**src/rtl/pdcs_pkg.sv**
```systemverilog
package pdcs_pkg;
  typedef enum logic [2:0] {
    ST_OFF,
    ST_PWRUP,
    ST_WAIT_FALL,
    ST_CONV,
    ST_HOLD
  } pdcs_state_e;
endpackage

```
**src/rtl/pdcs_sync_edge.sv**
```systemverilog
module pdcs_sync_edge (
  input  logic clk_i,
  input  logic rst_ni,
  input  logic async_i,
  output logic lvl_o,
  output logic rise_o,
  output logic fall_o
);
  logic meta_q, sync_q, prev_q;

  always_ff @(posedge clk_i or negedge rst_ni) begin
    if (!rst_ni) begin
      meta_q <= 1'b0;
      sync_q <= 1'b0;
      prev_q <= 1'b0;
    end else begin
      meta_q <= async_i;
      sync_q <= meta_q;
      prev_q <= sync_q;
    end
  end

  assign lvl_o  = sync_q;
  assign rise_o = sync_q & ~prev_q;
  assign fall_o = ~sync_q & prev_q;
endmodule

```
**src/rtl/pdcs_timer.sv**
```systemverilog
module pdcs_timer #(
  parameter int TW = 8
) (
  input  logic          clk_i,
  input  logic          rst_ni,
  input  logic          load_i,
  input  logic [TW-1:0] load_val_i,
  output logic          done_o
);
  logic [TW-1:0] cnt_q;

  always_ff @(posedge clk_i or negedge rst_ni) begin
    if (!rst_ni)              cnt_q <= '0;
    else if (load_i)          cnt_q <= load_val_i;
    else if (cnt_q != '0)     cnt_q <= cnt_q - 1'b1;
  end

  assign done_o = (cnt_q == '0);


  cnt_load_chk: assert property (@(posedge clk_i) disable iff (!rst_ni)
    load_i |=> (cnt_q == $past(load_val_i)));
endmodule

```
**src/rtl/pdcs_fsm.sv**
```systemverilog
module pdcs_fsm
  import pdcs_pkg::*;
#(
  parameter int PWRUP_CYC = 125,
  parameter int CONV_CYC  = 250,
  parameter int TW        = 8
) (
  input  logic          clk_i,
  input  logic          rst_ni,
  input  logic          lvl_i,
  input  logic          rise_i,
  input  logic          fall_i,
  input  logic          done_i,
  output logic          load_o,
  output logic [TW-1:0] load_val_o,
  output logic          conv_start_o,
  output logic          pwr_en_o,
  output logic          busy_o,
  output logic          latch_o
);
  localparam logic [TW-1:0] PwrupLoad = TW'(PWRUP_CYC - 1);
  localparam logic [TW-1:0] ConvLoad  = TW'(CONV_CYC - 1);

  pdcs_state_e state_q, state_d;

  always_comb begin
    state_d      = state_q;
    load_o       = 1'b0;
    load_val_o   = ConvLoad;
    conv_start_o = 1'b0;
    unique case (state_q)
      ST_OFF: if (rise_i) begin
        state_d    = ST_PWRUP;
        load_o     = 1'b1;
        load_val_o = PwrupLoad;
      end
      ST_PWRUP: if (done_i) begin
        if (lvl_i) state_d = ST_WAIT_FALL;
        else begin
          state_d      = ST_CONV;
          load_o       = 1'b1;
          conv_start_o = 1'b1;
        end
      end
      ST_WAIT_FALL, ST_HOLD: if (fall_i) begin
        state_d      = ST_CONV;
        load_o       = 1'b1;
        conv_start_o = 1'b1;
      end
      ST_CONV: if (done_i) state_d = lvl_i ? ST_HOLD : ST_OFF;
      default: state_d = ST_OFF;
    endcase
  end

  always_ff @(posedge clk_i or negedge rst_ni) begin
    if (!rst_ni) state_q <= ST_OFF;
    else         state_q <= state_d;
  end

  assign pwr_en_o = (state_q != ST_OFF);
  assign busy_o   = (state_q == ST_PWRUP) || (state_q == ST_WAIT_FALL) || (state_q == ST_CONV);
  assign latch_o  = (state_q == ST_CONV) && done_i;


  pwrup_start_chk: assert property (@(posedge clk_i) disable iff (!rst_ni)
    (!pwr_en_o && rise_i) |=> (pwr_en_o && busy_o));

  auto_off_chk: assert property (@(posedge clk_i) disable iff (!rst_ni)
    (latch_o && !lvl_i) |=> !pwr_en_o);

  hold_on_chk: assert property (@(posedge clk_i) disable iff (!rst_ni)
    (latch_o && lvl_i) |=> (pwr_en_o && !busy_o));

  busy_keep_chk: assert property (@(posedge clk_i) disable iff (!rst_ni)
    (busy_o && !latch_o) |=> busy_o);

  latch_busy_chk: assert property (@(posedge clk_i) disable iff (!rst_ni)
    latch_o |-> busy_o);
endmodule

```
**src/rtl/pdcs_result.sv**
```systemverilog
module pdcs_result #(
  parameter int DATA_W = 10
) (
  input  logic              clk_i,
  input  logic              rst_ni,
  input  logic              conv_start_i,
  input  logic              latch_i,
  input  logic [DATA_W-1:0] stub_data_i,
  output logic [DATA_W-1:0] result_o
);
  // behavioural converter stub: value frozen at conversion start
  logic [DATA_W-1:0] cap_q;

  always_ff @(posedge clk_i or negedge rst_ni) begin
    if (!rst_ni) begin
      cap_q    <= '0;
      result_o <= '0;
    end else begin
      if (conv_start_i) cap_q    <= stub_data_i;
      if (latch_i)      result_o <= cap_q;
    end
  end


  result_hold_chk: assert property (@(posedge clk_i) disable iff (!rst_ni)
    !latch_i |=> $stable(result_o));

  new_result_chk: assert property (@(posedge clk_i) disable iff (!rst_ni)
    latch_i |=> (result_o == $past(cap_q)));
endmodule

```
**src/rtl/pd_conv_seq.sv**
```systemverilog
module pd_conv_seq #(
  parameter int PWRUP_CYC = 125,
  parameter int CONV_CYC  = 250,
  parameter int DATA_W    = 10
) (
  input  logic              clk_i,
  input  logic              rst_ni,
  input  logic              strobe_i,
  input  logic [DATA_W-1:0] stub_data_i,
  output logic              pwr_en_o,
  output logic              busy_o,
  output logic              latch_o,
  output logic [DATA_W-1:0] result_o
);
  localparam int MaxCyc = (PWRUP_CYC > CONV_CYC) ? PWRUP_CYC : CONV_CYC;
  localparam int TW     = $clog2(MaxCyc + 1);

  logic          lvl, rise, fall, done, load, conv_start;
  logic [TW-1:0] load_val;

  pdcs_sync_edge u_sync (
    .clk_i, .rst_ni, .async_i(strobe_i),
    .lvl_o(lvl), .rise_o(rise), .fall_o(fall)
  );

  pdcs_timer #(.TW(TW)) u_timer (
    .clk_i, .rst_ni, .load_i(load), .load_val_i(load_val), .done_o(done)
  );

  pdcs_fsm #(.PWRUP_CYC(PWRUP_CYC), .CONV_CYC(CONV_CYC), .TW(TW)) u_fsm (
    .clk_i, .rst_ni, .lvl_i(lvl), .rise_i(rise), .fall_i(fall), .done_i(done),
    .load_o(load), .load_val_o(load_val), .conv_start_o(conv_start),
    .pwr_en_o, .busy_o, .latch_o
  );

  pdcs_result #(.DATA_W(DATA_W)) u_res (
    .clk_i, .rst_ni, .conv_start_i(conv_start), .latch_i(latch_o),
    .stub_data_i, .result_o
  );


  reset_idle_chk: assert property (@(posedge clk_i) $rose(rst_ni) |-> (!pwr_en_o && !busy_o && !latch_o));
endmodule

```
**config.mk**
```make
export PLATFORM = sky130hd
export DESIGN_NAME = pd_conv_seq
export DESIGN_NICKNAME = d
export VERILOG_FILES = /design/src/rtl/pdcs_pkg.sv /design/src/rtl/pdcs_sync_edge.sv /design/src/rtl/pdcs_timer.sv /design/src/rtl/pdcs_fsm.sv /design/src/rtl/pdcs_result.sv /design/src/rtl/pd_conv_seq.sv
export SDC_FILE = /design/constraint.sdc
export NUM_CORES = 1
export LEC_CHECK = 0
export ABC_CLOCK_PERIOD_IN_PS = 2500
export BUFFER_PORTS_ARGS = -buffer_cell sky130_fd_sc_hd__buf_2
export CAP_MARGIN = 0
export CORE_UTILIZATION = 50
export CTS_CLUSTER_DIAMETER = 200
export DETAILED_ROUTE_END_ITERATION = 12
export HOLD_SLACK_MARGIN = 0.02
export PLACE_DENSITY_LB_ADDON = 0.2
export REMOVE_ABC_BUFFERS = 1
export SETUP_SLACK_MARGIN = 0.2
export SYNTH_ARGS = -nofsm -noshare
export SYNTH_HDL_FRONTEND = slang
export SYNTH_HIERARCHICAL = 1
export SYNTH_SLANG_ARGS = --single-unit
```
**constraint.sdc**
```tcl
create_clock -name clk_i -period 2.5 [get_ports clk_i]
set_clock_uncertainty 0.05 [all_clocks]
set_input_delay 0 -clock clk_i [delete_from_list [all_inputs] [get_ports clk_i]]
set_output_delay 0 -clock clk_i [all_outputs]
set_load 0.1 [all_outputs]
```
==> results.cfg, run 1 <==
[global_routing]
first_global_vias = 1172
antenna_found_initial = 0
grt_max_degree = 35
grt_usage = 0.217
grt_pass1_wl_mm = 5.47
globalRoute.totalOverflow = 0

[clock_tree]
cts_tree = built
clk_latency_ns = 0.33
clock-root-buffer = clkbuf_4
cts_buffers = 5
clkSinkCount = 34
clk_pin_slew_ns = 0.11
cts_max_path_buffers = 2
h-tree-depth = 2

[synth]
ys_top_cells_by_area = dfrtp_1 (51%), mux2_4 (18%), buf_4 (2.7%)
synth_top_area_cell = dfrtp_1
synth-edff-count = 0
async_reset_ff_frac = 1.00
synth_top_area_frac = 0.515
synth_seq_cells = 34
syn_avg_cell_area_sq_um = 12.5
synth_cells = 132
synth_warnings = 6
synth_ff_type = dfrtp_1
synth_area_sq_mm = 0.00165
post-synth-top-count-cell = dfrtp_1
synth_common_cells = dfrtp_1 (34), mux2_4 (20), nand2_1 (8), nor2_1 (7), buf_4 (6)
seq_area_frac_synth = 0.515
synth.distinct_cells = 39

[worst_setup_path]
reg2reg_slack_ns = 0.17
crit_required_ns = 2.66
path_class = flip-flop to flip-flop
crit_fanout = 5
reg2reg_depth = 9
slowest_stage = dfrtp_1
cp_common_cell = buf_12
start_kind = flip-flop
r2r-start = u_timer/cnt_q[0]
worstPathArrival_ns = 2.49
critical_path.max_stage_delay_ns = 0.42
rr_endpoint = u_res/result_o[6]
worstSetupEndpointType = flip-flop
crit_path_cell_trace = inv_2 > ha_4 > or3b_4 > nor2_4 > nand2_2 > nor3b_4 > buf_12 > buf_12 > mux2_4

[die]
ios = 26
die_x_um = 59.5
rows = 20
die_h_um = 59.5
initial_utilization = 0.533
dieArea_sq_mm = 0.00354
coreArea_sq_mm = 0.00310

[placed_design]
dp_hpwl_mm = 2.06
dpl_cell_area_sq_mm = 0.00185
numPortBuffers = 25
gp_congestion = 0.836

[power_and_ir_drop]
p_sw_mw = 0.618
seq_power_share = 0.454
clock_power_share = 0.185
vdd_ir_drop_max_uv = 482
p_leak_nw = 1.05
pwr-share-comb = 0.362
fin_total_pwr_mw = 1.73
pwr_density_cell_mw_per_mm2 = 769
switching_share = 0.357
p_int_mw = 1.11

[hold_path]
hold_class = primary input to asynchronous set/reset pin

[route]
viasPerCell = 5.14
drc = 0
detail_route.iter0.violations = 75
first_pass_iters = 4
routed_wl_mm = 3.54
wire_per_inst_um = 15.3
vias = 1193
ant_nets = 0

[sta]
fin_setup_tns_ns = 0
setup-violations-final = 0
post-route-period-util = 0.931
worst_pin_slew_ns = 0.753
max-slew-margin-rel = 0.498
hold_viol = 0
rsz0062_at_grt = yes
drv_slew = 0
fin_crit_ns = 2.33
fmax_ghz = 0.429

[cells_and_area]
antennaDiodeCount = 0
final_cell_area_sq_mm = 0.00225
fin_nets = 201
seqCellArea_sq_um = 852
area_delta_synth_final_pct = 36.2
fillers = 220
multiInputGateArea_sq_um = 767
drive_above_1_share = 0.463

[job]
max-cap-violations = 0

[status]
outcome = finished, final reports clean
-- how the worst max path moves through the flow --
stage / startpoint / endpoint / slack (ns) / cells past startpoint
2_1_floorplan: u_timer/cnt_q[0] / u_res/result_o[0] / -1.34 / 7
3_3_place_gp: u_timer/cnt_q[6] / u_res/cap_q[7] / 0.19 / 7
3_5_place_dp: u_timer/cnt_q[6] / u_timer/cnt_q[5] / 0.09 / 7
4_1_cts: u_timer/cnt_q[0] / latch_o / 0.19 / 8
5_1_grt: u_timer/cnt_q[0] / latch_o / 0.09 / 8
6_report: u_timer/cnt_q[0] / u_res/result_o[6] / 0.17 / 9
-- per-stage QoR --
step,hold WS [ns],setup WS [ns],util,std cells
floorplan,-0.346,-1.34,-,124
CTS,0.224,0.191,0.686,224
global route,0.250,0.0905,0.725,232
global placement,0.0513,0.189,0.597,201
detailed placement,0.0614,0.0908,0.597,201
finish,0.212,0.172,0.725,232
-- cell type report --
type                    instances  area share
repair buffers                 56       0.221
well taps                      44      0.0245
multi-input cells              86       0.341
flip-flops and latches         34       0.379
clock buffers                   6      0.0228
inverters                       4     0.00667
clock inverters                 2     0.00556
-- state kept, by name (all words and copies together), names as in the netlist --
signal          count
u_fsm/state_q       3
u_res/cap_q        10
u_res/result_o     10
u_sync/lvl_o        1
u_sync/meta_q       1
u_sync/prev_q       1
u_timer/cnt_q       8
-- critical path: cells and delay by family (launching register included) --
family,cells,cell delay [ns]
DFF,1,0.42
and+or+nand+nor,4,0.95
muxes,1,0.28
buffers and inverters,3,0.37
adders and majority gates,1,0.13
-- timing repair --
| action | CTS | global route |
|---|---|---|
| setup endpoints to repair | 24 | 24 |
| pin swaps | 2 | 3 |
| endpoints found under the hold margin | 45 | 0 |
| cloned | 1 | 1 |
| setup buffers | 2 | 7 |
| gates resized for setup | 11 | 9 |
| hold buffers | 12 | 0 |
-- kinds of logic (layout without fill, tap and decap cells) --
group                    Yosys count  count (layout)  share of synthesized area
AO/OA/AOI/OAI                     19              19                     0.0810
XOR/XNOR                           2               2                     0.0106
adder cells (fa/ha/maj)            1               1                    0.00757
buffers and inverters             15              68                     0.0651
flip-flops                        34              34                      0.515
multiplexers                      20              20                      0.182
other                              2               5                    0.00454
AND/OR/NAND/NOR                   39              39                      0.135
-- routing by layer --
| metal | wire length (um) | GRT usage |
|---|---|---|
| met5 | 0 | 0 |
| met4 | 0 | 0.0930 |
| met3 | 134 | 0.0459 |
| met2 | 1770 | 0.326 |
| met1 | 1630 | 0.306 |
-- cells in the final DEF, fill, tap and decap left out, types with 5 or more instances in the layout --
master,netlist,routed
mux2_4,20,20
buf_12,0,5
dfrtp_1,34,33
dlygate4sd3_1,0,12
buf_4,6,11
conb_1,2,5
nor2_1,7,6
buf_2,0,24
nand2_1,8,6
clkbuf_4,0,5
-- power by group through the flow --
| stage | clock network, mW | logic, mW | registers, mW |
|---|---|---|---|
| detailed placement | 0 | 0.489 | 0.785 |
| global route | 0.359 | 0.674 | 0.805 |
| floorplan | 0 | 0.346 | 0.774 |
| finish | 0.319 | 0.626 | 0.785 |
| global placement | 0 | 0.466 | 0.778 |
| CTS | 0.329 | 0.529 | 0.781 |
No activity file was read; power rests on OpenSTA's default activity.
==> inputs of run 2 (changes only) <==
==> constraint.sdc (replaced) <==
create_clock -name clk_i -period 2.5 [get_ports clk_i]
set_clock_uncertainty 0.05 [all_clocks]
set_input_delay 0.125 -clock clk_i [delete_from_list [all_inputs] [get_ports clk_i]]
set_output_delay 0.125 -clock clk_i [all_outputs]
set_load 0.1 [all_outputs]
==> run 2 against run 1 <==
Net effect: die area stayed put; power grew 0.68%; worst hold slack improved by 0.10 ns; fmax up 1.4%; combinational power up 3%; final area is 3.2% lower; cell count did not move; register-to-register slack better by 0.07 ns; critical path type is now flip-flop to primary output; global-route usage down 0.56 points; flip-flop and latch count unchanged; sequential share of layout area up 1.2 points.
==> results.cfg, run 2 (synthesized netlist as in run 1, its figures left out) <==
[status]
outcome = finished, final reports clean

[cells_and_area]
area_delta_synth_final_pct = 31.8
final_common_cell = dfrtp_1
final_cell_area_sq_mm = 0.00218
drive_above_1_share = 0.447
largestRegisters = u_res/cap_q: 10 flops, u_res/result_o: 10 flops, u_timer/cnt_q: 8 flops
antennaDiodeCount = 0
fin_nets = 201
instances_no_fill = 232
mostFrequentLayoutCells = dfrtp_1 (34), buf_2 (24), mux2_4 (20), buf_4 (16), dlygate4sd3_1 (12)

[power_and_ir_drop]
pwr_density_cell_mw_per_mm2 = 800
vdd_ir_drop_max_uv = 480
fin_total_pwr_mw = 1.74
p_leak_nw = 1.03

[die]
rows = 20
die_x_um = 59.5
initial_utilization = 0.533
die_h_um = 59.5
dieArea_sq_mm = 0.00354
coreArea_sq_mm = 0.00310
ios = 26

[worst_setup_path]
worstPathArrival_ns = 2.12
path_class = flip-flop to primary output
slowest_stage = dfrtp_1
start_kind = flip-flop
path_depth = 8
crit_fanout = 4
reg2reg_depth = 9
critical_path.max_stage_delay_ns = 0.40
worstSetupEndpointType = primary output
crit_buf_inv = 3
crit_path_cell_trace = inv_2 > ha_4 > or3b_4 > nor2_4 > nand2_2 > nor3b_4 > buf_12 > buf_12
cp_common_cell = buf_12
crit_family = simple AND/OR/NAND/NOR gates
crit_required_ns = 2.33

[clock_tree]
cts_tree = built
clkSinkCount = 34
clk_latency_ns = 0.33
clk_pin_slew_ns = 0.11
clock-root-buffer = clkbuf_4
h-tree-depth = 2
cts_buffers = 5
cts_max_path_buffers = 2

[route]
detail_route.iter0.violations = 55
ant_nets = 0
viasPerCell = 5.25
vias = 1219
first_pass_iters = 7
drc = 0
routed_wl_mm = 3.45
wire_per_inst_um = 14.9

[sta]
post-route-period-util = 0.919
worst_pin_slew_ns = 0.744
hold_viol = 0
fin_setup_tns_ns = 0
rsz0062_at_grt = yes
setup-violations-final = 0
fin_crit_ns = 2.30
drv_slew = 0
fmax_ghz = 0.435
whs_ns = 0.313
max-slew-margin-rel = 0.504

[placed_design]
placed_cells = 201
dp_hpwl_mm = 2.06
gp_congestion = 0.836
numPortBuffers = 25
dpl_cell_area_sq_mm = 0.00185

[global_routing]
grt_max_degree = 35
antenna_found_initial = 0
globalRoute.totalOverflow = 0
first_global_vias = 1172
grt_pass1_wl_mm = 5.38
grt_usage = 0.212

[job]
max-cap-violations = 0

[hold_path]
min_path_cells = 0
hold_class = flip-flop to flip-flop
## run 2: routing by layer
layer | GRT usage | vias to the layer above | wire (um)
met5 | 0 | - | 0
met2 | 0.329 | 43 | 1740
met4 | 0.0864 | 0 | 17
met3 | 0.0459 | 2 | 146
met1 | 0.289 | 598 | 1550
li1 | - | 576 | -
## run 2: power by group
| part | internal [mW] | switching [mW] | leakage [nW] | total (mW) |
|---|---|---|---|---|
| combinational | 0.319 | 0.326 | 0.555 | 0.645 |
| clock | 0.135 | 0.188 | 0.0343 | 0.323 |
| sequential | 0.664 | 0.110 | 0.442 | 0.773 |
| total | 1.12 | 0.623 | 1.03 | 1.74 |
## run 2: timing repair
item | CTS | global route
endpoints found under the hold margin | 45 | 0
buffers inserted | 8 | 2
resized for setup | 6 | 6
endpoints found under the setup margin | 24 | 25
pin swaps | 2 | 0
hold buffers | 12 | 0
gates cloned | 0 | 1
## run 2: cell type report
cell class | count | area (sq um)
multi-input cells | 86 | 748
inverters | 4 | 15.0
fillers | 226 | 925
repair buffers | 56 | 445
flip-flops and latches | 34 | 851
clock buffers | 6 | 51.3
clock inverters | 2 | 12.5
well taps | 44 | 55.1
## run 2: final timing paths
check                                          to  slack, ns        startpoint
max in group asynchronous        u_timer/cnt_q[4]       1.59            rst_ni
worst max-delay path                      latch_o       0.20  u_timer/cnt_q[0]
worst min register to register       u_sync/lvl_o       0.31     u_sync/meta_q
worst min-delay path                 u_sync/lvl_o       0.31     u_sync/meta_q
min in group asynchronous          u_res/cap_q[1]       0.33            rst_ni
worst max register to register  u_res/result_o[4]       0.24  u_timer/cnt_q[0]
## run 2: worst reg2reg max path, stage by stage (launching register included)
cell	delay (ns)
dfrtp_1	0.40
inv_2	0.09
ha_4	0.14
or3b_4	0.40
nor2_4	0.14
nand2_2	0.10
nor3b_4	0.22
buf_12	0.15
buf_4	0.16
mux2_4	0.31
## run 2: through the flow
stage | util | worst slack [ns]
2_1_floorplan | - | -1.34
3_3_place_gp | 0.597 | 0.189
3_5_place_dp | 0.597 | 0.0908
4_1_cts | 0.683 | 0.206
5_1_grt | 0.702 | 0.107
6_report | 0.702 | 0.203
==> inputs of run 3 (changes only) <==
ABC_CLOCK_PERIOD_IN_PS = 2800   (was 2500)
CORE_UTILIZATION = 55   (was 50)
clock period = 2.8 ns   (was 2.5 ns; I/O delays follow)
==> run 3 against run 2 <==
Net effect: sequential power shrank 7.4%; die area shrank 8.8%; flip-flop and latch count is the same; sequential share of layout area grew 2.8 points; worst setup slack gained 0.12 ns; clock power shrank 11%; power shrank 17%; critical path type unchanged; highest routed layer unchanged.
==> results.cfg, run 3 (synthesized netlist as in run 1, its figures left out) <==
[power_and_ir_drop]
pwr_density_cell_mw_per_mm2 = 710
vdd_ir_drop_max_uv = 401
p_leak_nw = 0.964

[worst_setup_path]
slowest_stage = dfrtp_1
reg2reg_depth = 9
r2r-start = u_timer/cnt_q[0]
crit_fanout = 5
path_depth = 8
crit_required_ns = 2.61
path_class = flip-flop to primary output
cp_common_cell = buf_12
start_kind = flip-flop
reg2reg_slack_ns = 0.34
crit_family = simple AND/OR/NAND/NOR gates
critical_path.max_stage_delay_ns = 0.43
crit_buf_inv = 3
crit_path_cell_trace = inv_1 > ha_2 > or3b_4 > nor2_4 > nand2_2 > nor3b_2 > buf_12 > buf_12
rr_endpoint = u_res/result_o[6]
worstSetupEndpointType = primary output
crit_start = u_timer/cnt_q[0]
worstSetupEndpoint = latch_o
worstPathArrival_ns = 2.29

[cells_and_area]
drive_above_1_share = 0.384
final_common_cell = dfrtp_1
antennaDiodeCount = 0
area_delta_synth_final_pct = 23.1
fin_nets = 190
mostFrequentLayoutCells = dfrtp_1 (34), buf_2 (24), mux2_4 (20), dlygate4sd3_1 (12), nand2_1 (7)
largestRegisters = u_res/cap_q: 10 flops, u_res/result_o: 10 flops, u_timer/cnt_q: 8 flops
fin_util = 0.725

[die]
rows = 19
ios = 26
die_h_um = 56.8
die_x_um = 56.8
coreArea_sq_mm = 0.00281
initial_utilization = 0.589
dieArea_sq_mm = 0.00323

[route]
wire_per_inst_um = 15.7
viasPerCell = 5.60
ant_nets = 0
detail_route.iter0.violations = 47
drc = 0
vias = 1165
routed_wl_mm = 3.27
first_pass_iters = 4

[sta]
fmax_ghz = 0.404
whs_ns = 0.309
timing.final.ws_setup_ns = 0.323
max-slew-margin-rel = 0.522
worst_pin_slew_ns = 0.716
drv_slew = 0
post-route-period-util = 0.885
hold_viol = 0
fin_crit_ns = 2.48
setup-violations-final = 0
rsz0062_at_grt = no
fin_setup_tns_ns = 0

[global_routing]
grt_max_degree = 35
grt_usage = 0.238
first_global_vias = 1143
grt_pass1_wl_mm = 5.57
globalRoute.totalOverflow = 0
antenna_found_initial = 0

[clock_tree]
cts_tree = built
clkSinkCount = 34
clk_latency_ns = 0.34
cts_max_path_buffers = 2
cts_buffers = 5
clock-root-buffer = clkbuf_4
clk_pin_slew_ns = 0.10
h-tree-depth = 2

[placed_design]
dp_hpwl_mm = 1.88
dp_slack_ns = 0.159
numPortBuffers = 25
gp_congestion = 0.954

[status]
outcome = finished, final reports clean

[job]
max-cap-violations = 0

[hold_path]
hold_class = flip-flop to flip-flop
[run 3: repair_timing]
item | in CTS | in global routing
hold endpoints to repair | 45 | 0
gates resized for setup | 3 | 3
hold buffers | 12 | 0
setup buffers | 2 | 3
pin swaps | 1 | 2
endpoints found under the setup margin | 23 | 11
[run 3: layout make-up]
type / instances / area, sq um
repair buffers: 45 / 345
well taps: 31 / 38.8
inverters: 4 / 15.0
flip-flops and latches: 34 / 851
clock inverters: 1 / 5.00
multi-input cells: 86 / 724
fillers: 191 / 771
clock buffers: 7 / 55.1
[run 3: worst register-to-register path: cells and delay by family, from the launching register on]
family / cells / cell delay (ns)
multiplexers: 1 / 0.33
AND/OR/NAND/NOR: 4 / 0.91
flip-flops: 1 / 0.43
buffers and inverters: 3 / 0.44
adder cells (fa/ha/maj): 1 / 0.21
[run 3: where the power goes]
part / internal, mW / total, mW / leakage, nW / switching, mW
Sequential: 0.593 / 0.716 / 0.442 / 0.124
Clock: 0.122 / 0.286 / 0.0353 / 0.165
Combinational: 0.210 / 0.442 / 0.488 / 0.232
Total: 0.925 / 1.44 / 0.964 / 0.520
[run 3: metal layers]
metal  vias to the layer above  GRT usage  wire length, um  share of wire
met3                        11     0.0622              185          0.057
met1                       566      0.313             1470           0.45
met2                        40      0.354             1530           0.47
met4                         0      0.143               86          0.026
li1                        548          -                -              -
met5                         -          0                0              0
[run 3: worst min-delay path by stage]
stage	start	to	slack, ns	cells after the start
floorplan	rst_ni	u_fsm/state_q[0]	-0.21	0
global placement	rst_ni	u_timer/cnt_q[2]	0.18	1
detailed placement	rst_ni	u_timer/cnt_q[2]	0.19	1
CTS	u_sync/meta_q	u_sync/lvl_o	0.31	0
global route	u_sync/meta_q	u_sync/lvl_o	0.32	0
finish	u_sync/meta_q	u_sync/lvl_o	0.31	0
[run 3: through the flow]
step                cell area [sq um]  cells  power [mW]
finish                           2030    208        1.44
global route                     2030    208        1.53
CTS                              2000    205        1.41
detailed placement               1800    183        1.10
global placement                 1800    183        1.09
floorplan                        1570    124        1.00
